### src/rtl/adc_wdog_pkg.sv
// Package: shared sizes for the ADC threshold watchdog.
// Assumes: one result per cycle at most; four watch slots by default.
package adc_wdog_pkg;
    localparam int NUM_SLOTS_D = 4;   // watch slots
    localparam int RES_W_D     = 10;  // result width
    localparam int CH_W_D      = 5;   // converter channel index width
    localparam int ADDR_W_D    = 5;   // register address width
    localparam int DATA_W_D    = 10;  // register data width (>= RES_W, >= 2*slots)

    // Field offsets inside one slot's 4-address window
    typedef enum logic [1:0] {
        FLD_LO  = 2'd0,
        FLD_HI  = 2'd1,
        FLD_SEL = 2'd2,
        FLD_RSV = 2'd3
    } slot_fld_e;
endpackage

### src/rtl/wdog_regs.sv
// Module: wdog_regs
// Holds per-slot limits and channel selection plus the interrupt mask.
// Decodes writes, produces the write-one-to-clear vector for the status
// register, and serves combinational reads. Assumes DATA_W covers RES_W,
// CH_W and 2*NUM_SLOTS.
module wdog_regs
    import adc_wdog_pkg::*;
#(
    parameter int NUM_SLOTS = NUM_SLOTS_D,
    parameter int RES_W     = RES_W_D,
    parameter int CH_W      = CH_W_D,
    parameter int ADDR_W    = ADDR_W_D,
    parameter int DATA_W    = DATA_W_D
) (
    input  logic                            clk,
    input  logic                            rst_n,
    input  logic                            wr,
    input  logic [ADDR_W-1:0]               addr,
    input  logic [DATA_W-1:0]               wdata,
    input  logic [2*NUM_SLOTS-1:0]          pend,
    output logic [NUM_SLOTS-1:0][RES_W-1:0] lo_thr,
    output logic [NUM_SLOTS-1:0][RES_W-1:0] hi_thr,
    output logic [NUM_SLOTS-1:0][CH_W-1:0]  ch_sel,
    output logic [2*NUM_SLOTS-1:0]          mask,
    output logic [2*NUM_SLOTS-1:0]          clr_vec,
    output logic [DATA_W-1:0]               rdata
);
    localparam int PW          = 2 * NUM_SLOTS;
    localparam int ADDR_STATUS = 4 * NUM_SLOTS;
    localparam int ADDR_MASK   = 4 * NUM_SLOTS + 1;

    logic [PW-1:0] mask_q;

    for (genvar k = 0; k < NUM_SLOTS; k++) begin : g_slot
        logic [RES_W-1:0] lo_r;
        logic [RES_W-1:0] hi_r;
        logic [CH_W-1:0]  sel_r;

        // Purpose: hold slot k limits and followed channel
        always_ff @(posedge clk) begin
            if (!rst_n) begin
                lo_r  <= '0;
                hi_r  <= '1;
                sel_r <= CH_W'(k);
            end else if (wr) begin
                if (addr == ADDR_W'(4*k + int'(FLD_LO)))  lo_r  <= wdata[RES_W-1:0];
                if (addr == ADDR_W'(4*k + int'(FLD_HI)))  hi_r  <= wdata[RES_W-1:0];
                if (addr == ADDR_W'(4*k + int'(FLD_SEL))) sel_r <= wdata[CH_W-1:0];
            end
        end

        assign lo_thr[k] = lo_r;
        assign hi_thr[k] = hi_r;
        assign ch_sel[k] = sel_r;
    end

    // Purpose: hold the interrupt enable mask
    always_ff @(posedge clk) begin
        if (!rst_n)                                   mask_q <= '0;
        else if (wr && addr == ADDR_W'(ADDR_MASK))    mask_q <= wdata[PW-1:0];
    end

    assign mask    = mask_q;
    assign clr_vec = (wr && addr == ADDR_W'(ADDR_STATUS)) ? wdata[PW-1:0] : '0;

    // Purpose: combinational register read mux
    always_comb begin
        rdata = '0;
        if (addr == ADDR_W'(ADDR_STATUS)) rdata = DATA_W'(pend);
        if (addr == ADDR_W'(ADDR_MASK))   rdata = DATA_W'(mask_q);
        for (int k = 0; k < NUM_SLOTS; k++) begin
            if (addr == ADDR_W'(4*k + int'(FLD_LO)))  rdata = DATA_W'(lo_thr[k]);
            if (addr == ADDR_W'(4*k + int'(FLD_HI)))  rdata = DATA_W'(hi_thr[k]);
            if (addr == ADDR_W'(4*k + int'(FLD_SEL))) rdata = DATA_W'(ch_sel[k]);
        end
    end
endmodule

### src/rtl/wdog_compare.sv
// Module: wdog_compare
// One watch slot's limit check. Purely combinational: raises a low or high
// set request for a valid result on the followed channel. With inverted
// limits the high request compares against the low limit so that the two
// requests stay mutually exclusive. Comparisons are strict.
module wdog_compare #(
    parameter int RES_W = 10,
    parameter int CH_W  = 5
) (
    input  logic             res_valid,
    input  logic [CH_W-1:0]  res_chan,
    input  logic [RES_W-1:0] res_data,
    input  logic [RES_W-1:0] lo_thr,
    input  logic [RES_W-1:0] hi_thr,
    input  logic [CH_W-1:0]  ch_sel,
    output logic             set_lo,
    output logic             set_hi
);
    logic hit;
    logic below_lo;
    logic above_lo;
    logic above_hi;
    logic inverted;

    assign hit      = res_valid && (res_chan == ch_sel);
    assign below_lo = res_data < lo_thr;
    assign above_lo = res_data > lo_thr;
    assign above_hi = res_data > hi_thr;
    assign inverted = hi_thr < lo_thr;

    assign set_lo = hit && below_lo;
    assign set_hi = hit && (inverted ? above_lo : above_hi);
endmodule

### src/rtl/wdog_status.sv
// Module: wdog_status
// Sticky pending flags with write-one-to-clear; a set in the same cycle as
// a clear wins. Drives the interrupt from pending AND mask.
module wdog_status #(
    parameter int PW = 8
) (
    input  logic          clk,
    input  logic          rst_n,
    input  logic [PW-1:0] set_vec,
    input  logic [PW-1:0] clr_vec,
    input  logic [PW-1:0] mask,
    output logic [PW-1:0] pend,
    output logic          irq
);
    logic [PW-1:0] pend_q;

    // Purpose: update sticky pending flags, set over clear
    always_ff @(posedge clk) begin
        if (!rst_n) pend_q <= '0;
        else        pend_q <= (pend_q & ~clr_vec) | set_vec;
    end

    assign pend = pend_q;
    assign irq  = |(pend_q & mask);
endmodule

### src/rtl/adc_wdog_monitor.sv
// Module: adc_wdog_monitor (top)
// ADC result threshold watchdog: per-slot limit checks, sticky status,
// mask and one interrupt line, configured through a simple register port.
// Assumes at most one result per cycle and synchronous active-low reset.
module adc_wdog_monitor
    import adc_wdog_pkg::*;
#(
    parameter int NUM_SLOTS = NUM_SLOTS_D,
    parameter int RES_W     = RES_W_D,
    parameter int CH_W      = CH_W_D,
    parameter int ADDR_W    = ADDR_W_D,
    parameter int DATA_W    = DATA_W_D
) (
    input  logic              clk,
    input  logic              rst_n,
    input  logic              res_valid,
    input  logic [CH_W-1:0]   res_chan,
    input  logic [RES_W-1:0]  res_data,
    input  logic              reg_wr,
    input  logic [ADDR_W-1:0] reg_addr,
    input  logic [DATA_W-1:0] reg_wdata,
    output logic [DATA_W-1:0] reg_rdata,
    output logic              irq
);
    localparam int PW = 2 * NUM_SLOTS;

    logic [NUM_SLOTS-1:0][RES_W-1:0] lo_thr;
    logic [NUM_SLOTS-1:0][RES_W-1:0] hi_thr;
    logic [NUM_SLOTS-1:0][CH_W-1:0]  ch_sel;
    logic [PW-1:0]                   mask_vec;
    logic [PW-1:0]                   clr_vec;
    logic [PW-1:0]                   set_vec;
    logic [PW-1:0]                   pend_vec;

    wdog_regs #(
        .NUM_SLOTS(NUM_SLOTS), .RES_W(RES_W), .CH_W(CH_W),
        .ADDR_W(ADDR_W), .DATA_W(DATA_W)
    ) u_regs (
        .clk     (clk),
        .rst_n   (rst_n),
        .wr      (reg_wr),
        .addr    (reg_addr),
        .wdata   (reg_wdata),
        .pend    (pend_vec),
        .lo_thr  (lo_thr),
        .hi_thr  (hi_thr),
        .ch_sel  (ch_sel),
        .mask    (mask_vec),
        .clr_vec (clr_vec),
        .rdata   (reg_rdata)
    );

    for (genvar k = 0; k < NUM_SLOTS; k++) begin : g_cmp
        wdog_compare #(.RES_W(RES_W), .CH_W(CH_W)) u_cmp (
            .res_valid (res_valid),
            .res_chan  (res_chan),
            .res_data  (res_data),
            .lo_thr    (lo_thr[k]),
            .hi_thr    (hi_thr[k]),
            .ch_sel    (ch_sel[k]),
            .set_lo    (set_vec[2*k]),
            .set_hi    (set_vec[2*k+1])
        );
    end

    wdog_status #(.PW(PW)) u_status (
        .clk     (clk),
        .rst_n   (rst_n),
        .set_vec (set_vec),
        .clr_vec (clr_vec),
        .mask    (mask_vec),
        .pend    (pend_vec),
        .irq     (irq)
    );
endmodule

### config.mk
export PLATFORM = sky130hd
export DESIGN_NAME = adc_wdog_monitor
export DESIGN_NICKNAME = d
export VERILOG_FILES = /design/src/rtl/adc_wdog_pkg.sv /design/src/rtl/wdog_regs.sv /design/src/rtl/wdog_compare.sv /design/src/rtl/wdog_status.sv /design/src/rtl/adc_wdog_monitor.sv
export SDC_FILE = /design/constraint.sdc
export NUM_CORES = 1
export LEC_CHECK = 0
export BUFFER_PORTS_ARGS = -buffer_cell sky130_fd_sc_hd__buf_4
export CELL_PAD_IN_SITES_DETAIL_PLACEMENT = 1
export CELL_PAD_IN_SITES_GLOBAL_PLACEMENT = 1
export CORE_UTILIZATION = 42
export CTS_CLUSTER_DIAMETER = 30
export CTS_CLUSTER_SIZE = 8
export DETAILED_ROUTE_END_ITERATION = 7
export GPL_ROUTABILITY_DRIVEN = 1
export PLACE_DENSITY_LB_ADDON = 0.1
export SYNTH_ARGS = -nofsm -noshare
export SYNTH_HDL_FRONTEND = slang
export SYNTH_HIERARCHICAL = 1
export SYNTH_SLANG_ARGS = --single-unit
### constraint.sdc
create_clock -name clk -period 2.3 [get_ports clk]
set_clock_uncertainty 0.15 [all_clocks]
set_input_delay 0.46 -clock clk [delete_from_list [all_inputs] [get_ports clk]]
set_output_delay 0.46 -clock clk [all_outputs]
set_load 0.01 [all_outputs]
**Yosys cells after proc, flatten, opt, wreduce, memory -nomap -nowiden**

Cells that the tools add are included.

- Bitwise operators: 4
- Equality and inequality tests: 17
- Magnitude comparators: 16
- Muxes and demuxes: 19
- Reductions and logical operators: 28

Operator list:

| cell | count |
|---|---|
| 2-to-1 mux 10 bit | 12 |
| > comparator 10 bit | 8 |
| less-than comparator 10 bit | 8 |
| equality test 5 x 4 -> 1 bit (second input constant) | 6 |
| 2-to-1 mux 8 bit | 3 |
| AND reduction 2 bit | 12 |
| equality test 5 bit | 4 |
| bitwise AND 8 bit | 2 |
| equality test 5 x 3 -> 1 bit (second input constant) | 3 |
| logical AND 1 bit | 14 |
| equality test 5 bit (second input constant) | 2 |
| NOT 8 bit | 1 |
| bitwise OR 8 bit | 1 |
| OR reduction 8 bit | 1 |
| equality test 5 x 1 -> 1 bit (second input constant) | 1 |
| equality test 5 x 2 -> 1 bit (second input constant) | 1 |
| zero test 5 bit | 1 |
| 2-to-1 mux 1 bit | 4 |

- Bits in registers: 116
- Logic and storage cells: 98

**Depth between registers and ports, before layout**

- Depth in word-level cells: 15
- Gate-level depth with buffers: 8
- Mapped depth without buffers: 8

**Cells and area by module**

Netlist, hierarchy kept.

By module, submodules not included:

| module | instances | cells each | sequential area each (sq um) | area each (sq um) |
|---|---|---|---|---|
| wdog_regs | 1 | 738 | 2162.1 | 5616.6 |
| wdog_compare at g_cmp[0].u_cmp ... | 3 | 100 | 0.0 | 775.7 |
| wdog_compare at g_cmp[1].u_cmp | 1 | 101 | 0.0 | 773.2 |
| wdog_status | 1 | 30 | 160.2 | 314.1 |

**Worst setup path before layout**

OpenSTA, ideal clock, no wires.

- Kind: input to output
- Start point: input port reg_addr[2]
- End point: output port reg_rdata[7]
- Required time: 1.690 ns
- Arrival time: 1.875 ns
- Slack: -0.185 ns
- Path buffers: 2
- Cell stages on the path: 7
- Cell sequence: or4b_1 buf_4 nor2_8 buf_6 a21oi_1 or2_0 a31oi_1

- Word-level cells in the longest chain between the ends: 15
- Elaborated cells between the ends (all ways): 28
- Those cells by class: eq/ne: 13; mux: 14; reduce/logical: 1

RTL lines:

| item | line | source |
|---|---|---|
| start, declared | adc_wdog_monitor.sv:20 | `input logic [ADDR_W-1:0] reg_addr,` |
| equality test 5 bit | wdog_regs.sv:69 | `if (addr == ADDR_W'(ADDR_STATUS)) rdata = DATA_W'(pend);` |
| 2-to-1 mux 8 bit | wdog_regs.sv:69 |  |
| 2-to-1 mux 8 bit | wdog_regs.sv:70 | `if (addr == ADDR_W'(ADDR_MASK)) rdata = DATA_W'(mask_q);` |
| 2-to-1 mux 10 bit | wdog_regs.sv:72 | `if (addr == ADDR_W'(4*k + int'(FLD_LO))) rdata = DATA_W'(lo_thr[k]);` |
| 2-to-1 mux 10 bit | wdog_regs.sv:73 | `if (addr == ADDR_W'(4*k + int'(FLD_HI))) rdata = DATA_W'(hi_thr[k]);` |
| 2-to-1 mux 10 bit | wdog_regs.sv:74 | `if (addr == ADDR_W'(4*k + int'(FLD_SEL))) rdata = DATA_W'(ch_sel[k]);` |
| 2-to-1 mux 10 bit | wdog_regs.sv:72 |  |
| 2-to-1 mux 10 bit | wdog_regs.sv:73 |  |
| 2-to-1 mux 10 bit | wdog_regs.sv:74 |  |
| 2-to-1 mux 10 bit | wdog_regs.sv:72 |  |
| 2-to-1 mux 10 bit | wdog_regs.sv:73 |  |
| 2-to-1 mux 10 bit | wdog_regs.sv:74 |  |
| 2-to-1 mux 10 bit | wdog_regs.sv:72 |  |
| 2-to-1 mux 10 bit | wdog_regs.sv:73 |  |
| 2-to-1 mux 10 bit * | wdog_regs.sv:74 |  |
| end, declared | adc_wdog_monitor.sv:22 | `output logic [DATA_W-1:0] reg_rdata,` |

Every way passes the cells marked *; elsewhere a longest branch is shown, timed or not.

**Worst setup path after layout**

- Start point: input port reg_addr[1]
- End point: output port reg_rdata[4]

The elaborated chain is that of the path after synthesis.

==> results.md <==
* Outcome: finished with violations
* Failing checks: negative setup slack
* Count of pins over their slew limit at 0
* Post-synth EDFFs at 0
* DR pass1 iterations at 5
* DP HPWL at 28.0 mm
* Pwr dens at 516 mW/mm^2
* Area contributors post-synth: dfxtp_1, ha_1, nand2_1
* Ys async rst share at 0%
* Tightest hold margin at between 0.2 and 0.25 ns
* Die W at 149 um
* Vias per inst at between 5 and 6
* Post-synthesis sequential area ratio at 25.7%
* CTS buffer count at 17
* Vert. Die Dim at around 150 um
* Max Cap Viol at 0
* CTS tree: yes
* Gr usage total at 34.7%
* Placer Congestion at 0.926
* Reg2Reg Depth at 8
* Initial DRC count at 643
* Peak supply drop at around 0.00043 V
* DP Cell Count at 1,558
* Routed Antenna Nets at 0
* GRT Residual Overflow at 0
* Clock root cell: clkbuf_16
* Clock transition at path regs at 0.06 ns
* Initial antenna violation count at 1
* Mapped Area at 0.00903 mm^2
* Seq cells post-synth at 116
* Top-Level Pins at 45
* H-tree depth at 4
* Hold Vio Cnt, Final at 0
* Residual DRC at 0
* Critical path arrival at 2.10 ns
* Routed length per instance at 23.4 um
* Critical Path RT at 1.69 ns
* Port buffer count at 44
* CP Cell Sequence: buf_12, or4b_4, nor2_8, a221o_1, a32oi_2, a211oi_2, buf_4
* Clock insertion delay at the later pin of the skew report at 0.43 ns
* Slew headroom at approximately 70%
* Nets at roughly 1,500
* Tightest Pin Transition at 0.469 ns
* Worst stage delay on the critical path at 0.59 ns
* Gate Count Post-Synth at 1,169
* Peak Freq at 369 MHz
* Syn avg cell area at 7.73 um^2
* Setup ws final at -0.412 ns
* # setup viols final at 10
* Synthesis-to-layout area growth at 28.2%
* Mapped Nets at 1,319
* Setup crit end kind: primary output
* Antenna cells at 0
* Crit share post-route at 118%
* RSZ-0062 raised after global routing: true
* Hold depth at 3
* Most used DFF post-synth: dfxtp_1
* Proportion of layout cells with a drive suffix above 1 at 22.0%
* First-pass GRT wire length at between 50 and 60 mm
* Clock Tree Buf Depth at 2
* Post-Route Setup TNS at -3.40 ns
* Vias at 9,513
* Final wirelength at 37.4 mm
* Row Count at 53
* Slowest stage cell, crit path: or4b_4
* Register-to-register path setup slack at 0.04 ns
* Minimum clock period at 2.71 ns
* Vias in the first global route at 9,683
* Leak Pwr at 5.22 nW
* Library cells used by synthesis at 71
* Synth Warn # at 6
* Die area at 0.0221 mm^2
* Place WS at -0.468 ns
* Worst Setup Start Kind: input port
* Final non-filler cell total at 1,602
* Largest net degree at the start of global routing at 117
* Share of the synthesized area in the top cell type at 25.7%
* # clock sinks at about 120
* Hold Crit Class: in -> reg
* Setup Crit Path Kind: in -> out
* Crit Path Max Fanout at 7
* Leading area contributor after synthesis: dfxtp_1
* Placeable Area at 0.0210 mm^2
* Initial Util at between 40% and 50%
==> cell families (layout without fill, tap and decap cells) <==
logic type,count (synthesis),count (layout),synth area share (%)
AO/OA/AOI/OAI,267,267,20.1
buffers and inverters,155,313,7.01
AND/OR/NAND/NOR,468,468,26.2
flip-flops,116,116,25.7
adder cells (fa/ha/maj),116,116,16.1
multiplexers,27,27,3.03
XOR/XNOR,20,20,1.94
==> placed cells by master, fill, tap and decap left out, drive strengths merged, types with 5 or more instances in the layout <==
master,instances
o21ai,54
a21boi,49
nand3,101
o21a,11
xor2,16
nor4,7
and4,9
nand2,183
o211ai,11
bufinv,5
nand4,13
or2,11
buf,191
a221o,7
inv,90
and3,24
clkbuf,19
nor3,11
dfxtp,116
nor2b,42
nand2b,13
ha,116
nor2,33
nor3b,6
a21o,18
mux2i,24
clkinv,6
a22oi,12
or3,5
a21oi,47
a31oi,21
==> power by group <==
group	total [mW]	switching (mW)	internal, mW
logic	0.915	0.534	0.381
clock network	3.00	1.05	1.95
registers	2.05	0.0230	2.03
total	5.97	1.61	4.36
==> synthesized netlist by cell type, types with 18 or more instances <==
master,n
ha_1,116
clkbuf_1,32
buf_2,26
nor2b_1,42
o21ai_0,32
nor2_1,28
nand3_1,101
o21ai_1,19
a21oi_1,47
a21boi_0,21
a21o_1,18
and3_1,24
mux2i_1,24
a31oi_1,18
dfxtp_1,116
nand2_1,183
inv_1,89
a21boi_1,28
==> stage by stage <==
step / area [um^2] / power (mW) / utilization [%]
after floorplan: 9120 / 2.53 / -
after global placement: 10600 / 2.91 / 50.2
after detailed placement: 10600 / 2.94 / 50.2
after CTS: 11400 / 5.98 / 54.4
after global routing: 11600 / 6.17 / 55.1
final: 11600 / 5.97 / 55.1
==> final timing paths <==
path / from / end
setup / recovery: reg_addr[1] / reg_rdata[4]
hold / removal: reg_wdata[8] / u_regs/g_slot[0].hi_r[8]
setup reg to reg: u_regs/g_slot[1].hi_r[7] / u_status/pend[3]
hold reg to reg: u_regs/g_slot[0].lo_r[1] / u_regs/g_slot[0].lo_r[1]
==> timing repair <==
| item | 4_1_cts | 5_1_grt |
|---|---|---|
| pin swaps | 26 | 14 |
| buffers inserted | 10 | 2 |
| endpoints found under the setup margin | 11 | 13 |
| hold buffers | 0 | 0 |
| resized for setup | 39 | 28 |
==> sequential cells by signal, indices dropped and copies added, names as in the netlist <==
signal,count
u_regs/g_slot.sel_r,20
u_status/pend,8
u_regs/g_slot.hi_r,40
u_regs/g_slot.lo_r,40
u_regs/mask,8
==> layout make-up <==
| type | instances | area (um^2) |
|---|---|---|
| fillers | 2602 | 9450 |
| flip-flops and latches | 116 | 2320 |
| multi-input cells | 898 | 6340 |
| well taps | 275 | 344 |
| clock buffers | 19 | 443 |
| repair buffers | 191 | 1580 |
| clock inverters | 13 | 206 |
| inverters | 90 | 338 |
==> worst max-delay path, delay by kind of cell <==
kind	cells	cell delay [ns]
compound gates	3	0.58
buf+inv	2	0.29
simple gates	2	0.78
==> per-layer routing <==
metal	wire, um	track usage [%]	vias up
li1	-	-	4422
met1	16900	45.9	4755
met2	17400	55.9	278
met3	2320	7.36	56
met4	875	11.0	2
met5	12	0	-
Note: power is estimated with default switching activity, not from simulation.
